File: src/rtl/tod_pkg.sv
package tod_pkg;
    localparam int DIGIT_W   = 4;
    localparam int DIGIT_TOP = 9;

    typedef logic [DIGIT_W-1:0] digit_t;

    typedef struct packed {
        digit_t tens;
        digit_t ones;
    } bcd2_t;
endpackage

File: src/rtl/tod_key_edge.sv
module tod_key_edge #(
    parameter int N_KEYS = 2
) (
    input  logic              clk,
    input  logic              rst_n,
    input  logic [N_KEYS-1:0] keys,
    output logic [N_KEYS-1:0] rise
);
    typedef struct packed {
        logic [N_KEYS-1:0] prev;
    } edge_st_t;

    edge_st_t st_d, st_q;

    always_comb begin
        st_d.prev = keys;
    end

    // A key counts only in the cycle it is first seen high.
    assign rise = keys & ~st_q.prev;

    always_ff @(posedge clk or negedge rst_n) begin
        if (!rst_n) st_q <= '0;
        else        st_q <= st_d;
    end
endmodule

File: src/rtl/tod_bcd_counter.sv
module tod_bcd_counter
    import tod_pkg::*;
#(
    parameter int TENS_MAX = 5
) (
    input  logic  clk,
    input  logic  rst_n,
    input  logic  clear,
    input  logic  inc,
    output bcd2_t value,
    output logic  at_max
);
    localparam digit_t TENS_LAST = digit_t'(TENS_MAX);
    localparam digit_t ONES_LAST = digit_t'(DIGIT_TOP);

    bcd2_t st_d, st_q;

    assign at_max = (st_q.tens == TENS_LAST) && (st_q.ones == ONES_LAST);

    always_comb begin
        st_d = st_q;
        if (clear) begin
            st_d = '0;
        end else if (inc) begin
            if (at_max) begin
                st_d = '0;
            end else if (st_q.ones == ONES_LAST) begin
                st_d.ones = '0;
                st_d.tens = st_q.tens + digit_t'(1);
            end else begin
                st_d.ones = st_q.ones + digit_t'(1);
            end
        end
    end

    always_ff @(posedge clk or negedge rst_n) begin
        if (!rst_n) st_q <= '0;
        else        st_q <= st_d;
    end

    assign value = st_q;
endmodule

File: src/rtl/tod_hour_counter.sv
module tod_hour_counter #(
    parameter int HOURS  = 24,
    parameter int HOUR_W = $clog2(HOURS)
) (
    input  logic              clk,
    input  logic              rst_n,
    input  logic              clear,
    input  logic              inc,
    output logic [HOUR_W-1:0] hour
);
    localparam logic [HOUR_W-1:0] LAST = HOUR_W'(HOURS - 1);

    typedef struct packed {
        logic [HOUR_W-1:0] count;
    } hour_st_t;

    hour_st_t st_d, st_q;

    always_comb begin
        st_d = st_q;
        if (clear) begin
            st_d.count = '0;
        end else if (inc) begin
            st_d.count = (st_q.count == LAST) ? '0 : st_q.count + HOUR_W'(1);
        end
    end

    always_ff @(posedge clk or negedge rst_n) begin
        if (!rst_n) st_q <= '0;
        else        st_q <= st_d;
    end

    assign hour = st_q.count;
endmodule

File: src/rtl/tod_hour_fmt.sv
module tod_hour_fmt
    import tod_pkg::*;
#(
    parameter int HOURS  = 24,
    parameter int HOUR_W = $clog2(HOURS)
) (
    input  logic [HOUR_W-1:0] hour,
    input  logic              mode24,
    output bcd2_t             shown
);
    localparam int HALF = HOURS / 2;

    int hv;
    int dv;

    always_comb begin
        hv = int'(hour);
        if (mode24)          dv = hv;
        else if (hv == 0)    dv = HALF;
        else if (hv > HALF)  dv = hv - HALF;
        else                 dv = hv;
        shown.tens = digit_t'(dv / 10);
        shown.ones = digit_t'(dv % 10);
    end
endmodule

File: src/rtl/tod_counter.sv
module tod_counter
    import tod_pkg::*;
#(
    parameter int HOURS  = 24,
    parameter int MS_TOP = 5
) (
    input  logic         clk,
    input  logic         rst_n,
    input  logic         tick,
    input  logic         count_en,
    input  logic         clear,
    input  logic         mode24,
    input  logic         set_mode,
    input  logic         key_min,
    input  logic         key_hour,
    output logic [3:0]   sec_ones,
    output logic [3:0]   sec_tens,
    output logic [3:0]   min_ones,
    output logic [3:0]   min_tens,
    output logic [3:0]   hr_ones,
    output logic [3:0]   hr_tens,
    output logic         minute59
);
    localparam int HOUR_W = $clog2(HOURS);
    localparam int KEY_MIN_IDX  = 0;
    localparam int KEY_HOUR_IDX = 1;

    typedef struct packed {
        logic sec_inc;
        logic min_inc;
        logic hr_inc;
    } step_t;

    logic [1:0]        key_rise;
    bcd2_t             sec_v, min_v, hr_v;
    logic              sec_max, min_max;
    logic [HOUR_W-1:0] hour_bin;
    step_t             step_d;

    tod_key_edge #(.N_KEYS(2)) i_keys (
        .clk   (clk),
        .rst_n (rst_n),
        .keys  ({key_hour, key_min}),
        .rise  (key_rise)
    );

    always_comb begin
        logic adv;
        logic sec_wrap;
        adv              = count_en && !clear;
        step_d.sec_inc   = adv && tick;
        sec_wrap         = step_d.sec_inc && sec_max;
        step_d.min_inc   = adv && (set_mode ? key_rise[KEY_MIN_IDX] : sec_wrap);
        step_d.hr_inc    = adv && (set_mode ? key_rise[KEY_HOUR_IDX]
                                            : (sec_wrap && min_max));
    end

    tod_bcd_counter #(.TENS_MAX(MS_TOP)) i_sec (
        .clk    (clk),
        .rst_n  (rst_n),
        .clear  (clear),
        .inc    (step_d.sec_inc),
        .value  (sec_v),
        .at_max (sec_max)
    );

    tod_bcd_counter #(.TENS_MAX(MS_TOP)) i_min (
        .clk    (clk),
        .rst_n  (rst_n),
        .clear  (clear),
        .inc    (step_d.min_inc),
        .value  (min_v),
        .at_max (min_max)
    );

    tod_hour_counter #(.HOURS(HOURS), .HOUR_W(HOUR_W)) i_hour (
        .clk   (clk),
        .rst_n (rst_n),
        .clear (clear),
        .inc   (step_d.hr_inc),
        .hour  (hour_bin)
    );

    tod_hour_fmt #(.HOURS(HOURS), .HOUR_W(HOUR_W)) i_fmt (
        .hour   (hour_bin),
        .mode24 (mode24),
        .shown  (hr_v)
    );

    assign sec_ones = sec_v.ones;
    assign sec_tens = sec_v.tens;
    assign min_ones = min_v.ones;
    assign min_tens = min_v.tens;
    assign hr_ones  = hr_v.ones;
    assign hr_tens  = hr_v.tens;
    assign minute59 = min_max;
endmodule

File: config.mk
export PLATFORM = sky130hd
export DESIGN_NAME = tod_counter
export DESIGN_NICKNAME = d
export VERILOG_FILES = /design/src/rtl/tod_pkg.sv /design/src/rtl/tod_key_edge.sv /design/src/rtl/tod_bcd_counter.sv /design/src/rtl/tod_hour_counter.sv /design/src/rtl/tod_hour_fmt.sv /design/src/rtl/tod_counter.sv
export SDC_FILE = /design/constraint.sdc
export NUM_CORES = 1
export LEC_CHECK = 0
export ABC_AREA = 0
export ABC_CLOCK_PERIOD_IN_PS = 9700
export BUFFER_PORTS_ARGS = -buffer_cell sky130_fd_sc_hd__buf_2
export CAP_MARGIN = 20
export CORE_UTILIZATION = 45
export DETAILED_ROUTE_END_ITERATION = 10
export PLACE_DENSITY_LB_ADDON = 0.05
export SLEW_MARGIN = 20
export SYNTH_ARGS = -nofsm -noshare
export SYNTH_HDL_FRONTEND = slang
export SYNTH_SLANG_ARGS = --single-unit
File: constraint.sdc
create_clock -name clk -period 9.7 [get_ports clk]
set_clock_uncertainty 0.05 [all_clocks]
set_input_delay 2.91 -clock clk [delete_from_list [all_inputs] [get_ports clk]]
set_output_delay 2.91 -clock clk [all_outputs]
set_load 0.01 [all_outputs]
==> parameters.txt <==
Parameter                              Value

STA
  Worst path setup slack after routing ... approximately 0.13 ns
  Crit path time final ... about 9.6 ns
  Final hold violation count ... 0
  Pins over their slew limit ... 0
  Transition time of the tightest slew-check pin ... about 0.52 ns
  Fmax achieved ... around 100 MHz
  Max-slew headroom at the worst pin ... 65.0%
  Final setup violating endpoints ... 0
  Share of the clock period used by the worst path after layout ... roughly 99%

Placed design
  Dpl ws ... 0.0484 ns
  Instance count after placement with tap cells included ... approximately 340
  Routability congestion estimate from global placement ... 0.860
  Detailed placement HPWL ... 3380 um
  Number of port buffers ... 33

Layout
  Layout cells sized above 1 ... 24.9%
  Area added between synthesis and finish ... 18.7%
  Final std cells w/o fill ... 349
  Layout filler cell count ... 426
  Number of diodes added for antenna fixing ... 0
  Post-layout nets ... about 330

Clock tree
  CTS buffer count ... 3
  Root cell of the clock tree ... clkbuf_8
  Clock transition time at the flip-flop clock pins of the worst setup and hold paths ... approximately 0.080 ns
  Number of buffers on the longest clock path ... 2
  Number of H-tree branching levels ... 1
  Source-to-sink clock delay at the later pin of the worst-skew pair ... between 0.2 and 0.3 ns
  Number of sinks on the clock net ... 23
  TritonCTS clock tree ... built

Global routing
  Met1 demand-to-capacity share in global routing ... 28.1%
  Number of antenna violations at the first check in global routing ... 0
  Most used routing layer in global routing ... met2
  Global route overflow ... 0
  Vias in the first global route ... 1650
  Largest net degree at the start of global routing ... 24
  Met2 track demand over resource ... approximately 29%
  First-pass GRT wire length ... about 7700 um
  GRT Util Overall ... 19.0%
  Global routing usage on met3 ... 4.36%

Floorplanning
  I/O pin count ... 34
  Std-Cell Core Area ... 4380 um2
  Horizontal die dimension ... slightly below 70 um
  Effective utilization at floorplan ... between 40 and 50%
  Area enclosed by the die boundary ... 4840 um2
  Floorplan die height ... just under 70 um
  Cell row count ... 24

Hold path
  Type of the worst min-delay path ... register to register

Detailed routing
  Average wire per standard cell ... between 10 and 15 um
  Final routed DRC violation total ... 0
  TritonRoute pass-1 iters ... 4
  Number of nets still failing antenna checks after routing ... 0
  1st-iter DRT viols ... between 80 and 90
  Via density ... 5.53
  Total via count in the routed design ... between 1500 and 2000
  Routed WL ... around 4700 um

Yosys
  Number of enable-type register cells in the synthesized netlist ... 0
  Top_reg_cell synth ... dfrtp_1
  Top post-synthesis cells by area ... dfrtp_1, ha_1, nor2_1
  Most numerous cell types in the synthesized netlist ... nor2_1, nand2_1, dfrtp_1, a21oi_1, ha_1
  Fraction of post-synthesis cell area in the top cell type by area ... 28.0%
  Net count after synthesis ... 280
  Number of instances in the synthesized netlist ... about 250
  Sequential area share after synthesis ... between 20% and 30%
  Average footprint of a synthesized cell ... between 8 and 9 um2
  Number of distinct library cell variants in the gate-level netlist after synthesis ... 60
  Cell area after synthesis ... just over 2000 um2
  Most frequently used cell type in the post-synthesis netlist ... nor2_1
  Yosys synthesis warning count ... 0
  Fraction of registers with async set/reset ... 100%
  Synthesized flop and latch total ... 23
  Yosys top cell by area ... dfrtp_1

Worst setup path
  Kind of cell adding the most delay to the critical path ... simple AND/OR/NAND/NOR gates
  Crit Path Category ... input port to output pin
  Type of origin of the critical path ... input port
  Bufs and invs on worst path ... 2
  Required @ worst endpoint ... 6.74 ns
  CP endpoint kind ... output pin
  Arrival time at the worst endpoint ... about 6.6 ns
  Slowest cell on the critical path ... nor4_2
  Highest fanout seen on the critical path ... 9
  Biggest cell delay along the critical path ... roughly 0.36 ns
  Worst-path cell chain ... clkbuf_4 > nand4bb_4 > nand2_1 > ha_1 > o2111ai_1 > nor4_1 > or2_1 > nor2_2 > nor2_1 > ha_1 > a311oi_1 > nor2_1 > o31ai_2 > nor2_1 > nor4_2 > ha_1 > nand2_1 > o21ai_1 > and2_1 > o31ai_2 > o221ai_1 > buf_2

Status
  Outcome ... complete, no violations

Power and ir drop
  Largest vdd supply drop ... 0.0932 mV
  Cell leakage power ... 1.13 nW
  Overall power consumption ... between 0.2 and 0.25 mW
  Power density relative to cell area ... roughly 86 nW/um2

Job
  Number of maximum-capacitance violations ... 0
## layer usage
| metal | up-vias | share of wire, % |
|---|---|---|
| li1 | 995 | - |
| met1 | 876 | 50 |
| met2 | 50 | 44 |
| met3 | 9 | 4.1 |
| met4 | 0 | 1.2 |
| met5 | - | 0 |
## repair_timing
item / 4_1_cts / 5_1_grt
hold buffers: 0 / 0
gates resized for setup: 0 / 9
buffers inserted: 0 / 2
endpoints found under the hold margin: 0 / 0
setup endpoints to repair: 0 / 2
## sequential cells by signal (all words and copies together), names as in the netlist
register	cells
i_min.value	8
i_keys.st_q	2
i_hour.hour	5
i_sec.value	8
## through the flow
step	hold slack, ns	TNS, ns	instance area (um2)	utilization, %
3_3_place_gp	0.436	0	2330	53.2
3_5_place_dp	0.440	0	2330	53.2
5_1_grt	0.474	-0.179	2440	55.7
6_report	0.443	0	2440	55.7
2_1_floorplan	0.478	0	2060	-
4_1_cts	0.452	0	2380	54.3
## worst reg2reg max path, cell delays in order (launching register included)
cell and delay (ns):
dfrtp_1 0.43, inv_1 0.07, ha_1 0.13, nand2_1 0.06, or2_2 0.29, nor2_1 0.26
nand2_1 0.11, a22oi_1 0.28, a21oi_1 0.21, or2_2 0.35, o31ai_1 0.18
## power breakdown
group / leakage [nW] / internal (mW) / switching (mW)
Sequential: 0.313 / 0.0990 / 0.00431
Combinational: 0.797 / 0.0202 / 0.0265
Clock: 0.0228 / 0.0293 / 0.0303
## layout make-up
type	instances	area (um2)	share of cell area, %
multi-input cells	208	1420	58.3
well taps	52	65.1	2.67
clock buffers	4	45.0	1.85
inverters	14	52.6	2.15
repair buffers	48	280	11.5
flip-flops and latches	23	576	23.6
## placed cells by master (no fill, tap or decap), types with 9 or more instances in the layout
cell,count
a21oi_1,20
buf_2,32
buf_4,15
dfrtp_1,23
ha_1,19
inv_1,12
nand2_1,26
nor2_1,31
o21ai_0,14
o31ai_1,9
## worst paths after layout
| path | start | to | slack, ns | cells after the start |
|---|---|---|---|---|
| max | mode24 | hr_ones[3] | 0.13 | 22 |
| min | i_min.value[3]$_DFFE_PN0P_ | i_min.value[3]$_DFFE_PN0P_ | 0.44 | 1 |
| max reg2reg | i_sec.value[1]$_DFFE_PN0P_ | i_min.value[7]$_DFFE_PN0P_ | 7.21 | 10 |
| min reg2reg | i_min.value[3]$_DFFE_PN0P_ | i_min.value[3]$_DFFE_PN0P_ | 0.44 | 1 |
| max in group asynchronous | rst_n | i_keys.st_q[1]$_DFF_PN0_ | 6.68 | 1 |
| min in group asynchronous | rst_n | i_min.value[3]$_DFFE_PN0P_ | 2.56 | 1 |
## cell families after synthesis
kind of cell | count (synthesis) | share of synthesized area [%]
simple gates | 108 | 26.5
compound gates | 70 | 22.9
flops | 23 | 28.0
buf+inv | 21 | 4.99
fa+ha+maj | 19 | 11.6
xor+xnor | 6 | 3.47
mux | 5 | 2.50
No activity file was read; power rests on OpenSTA's default activity.
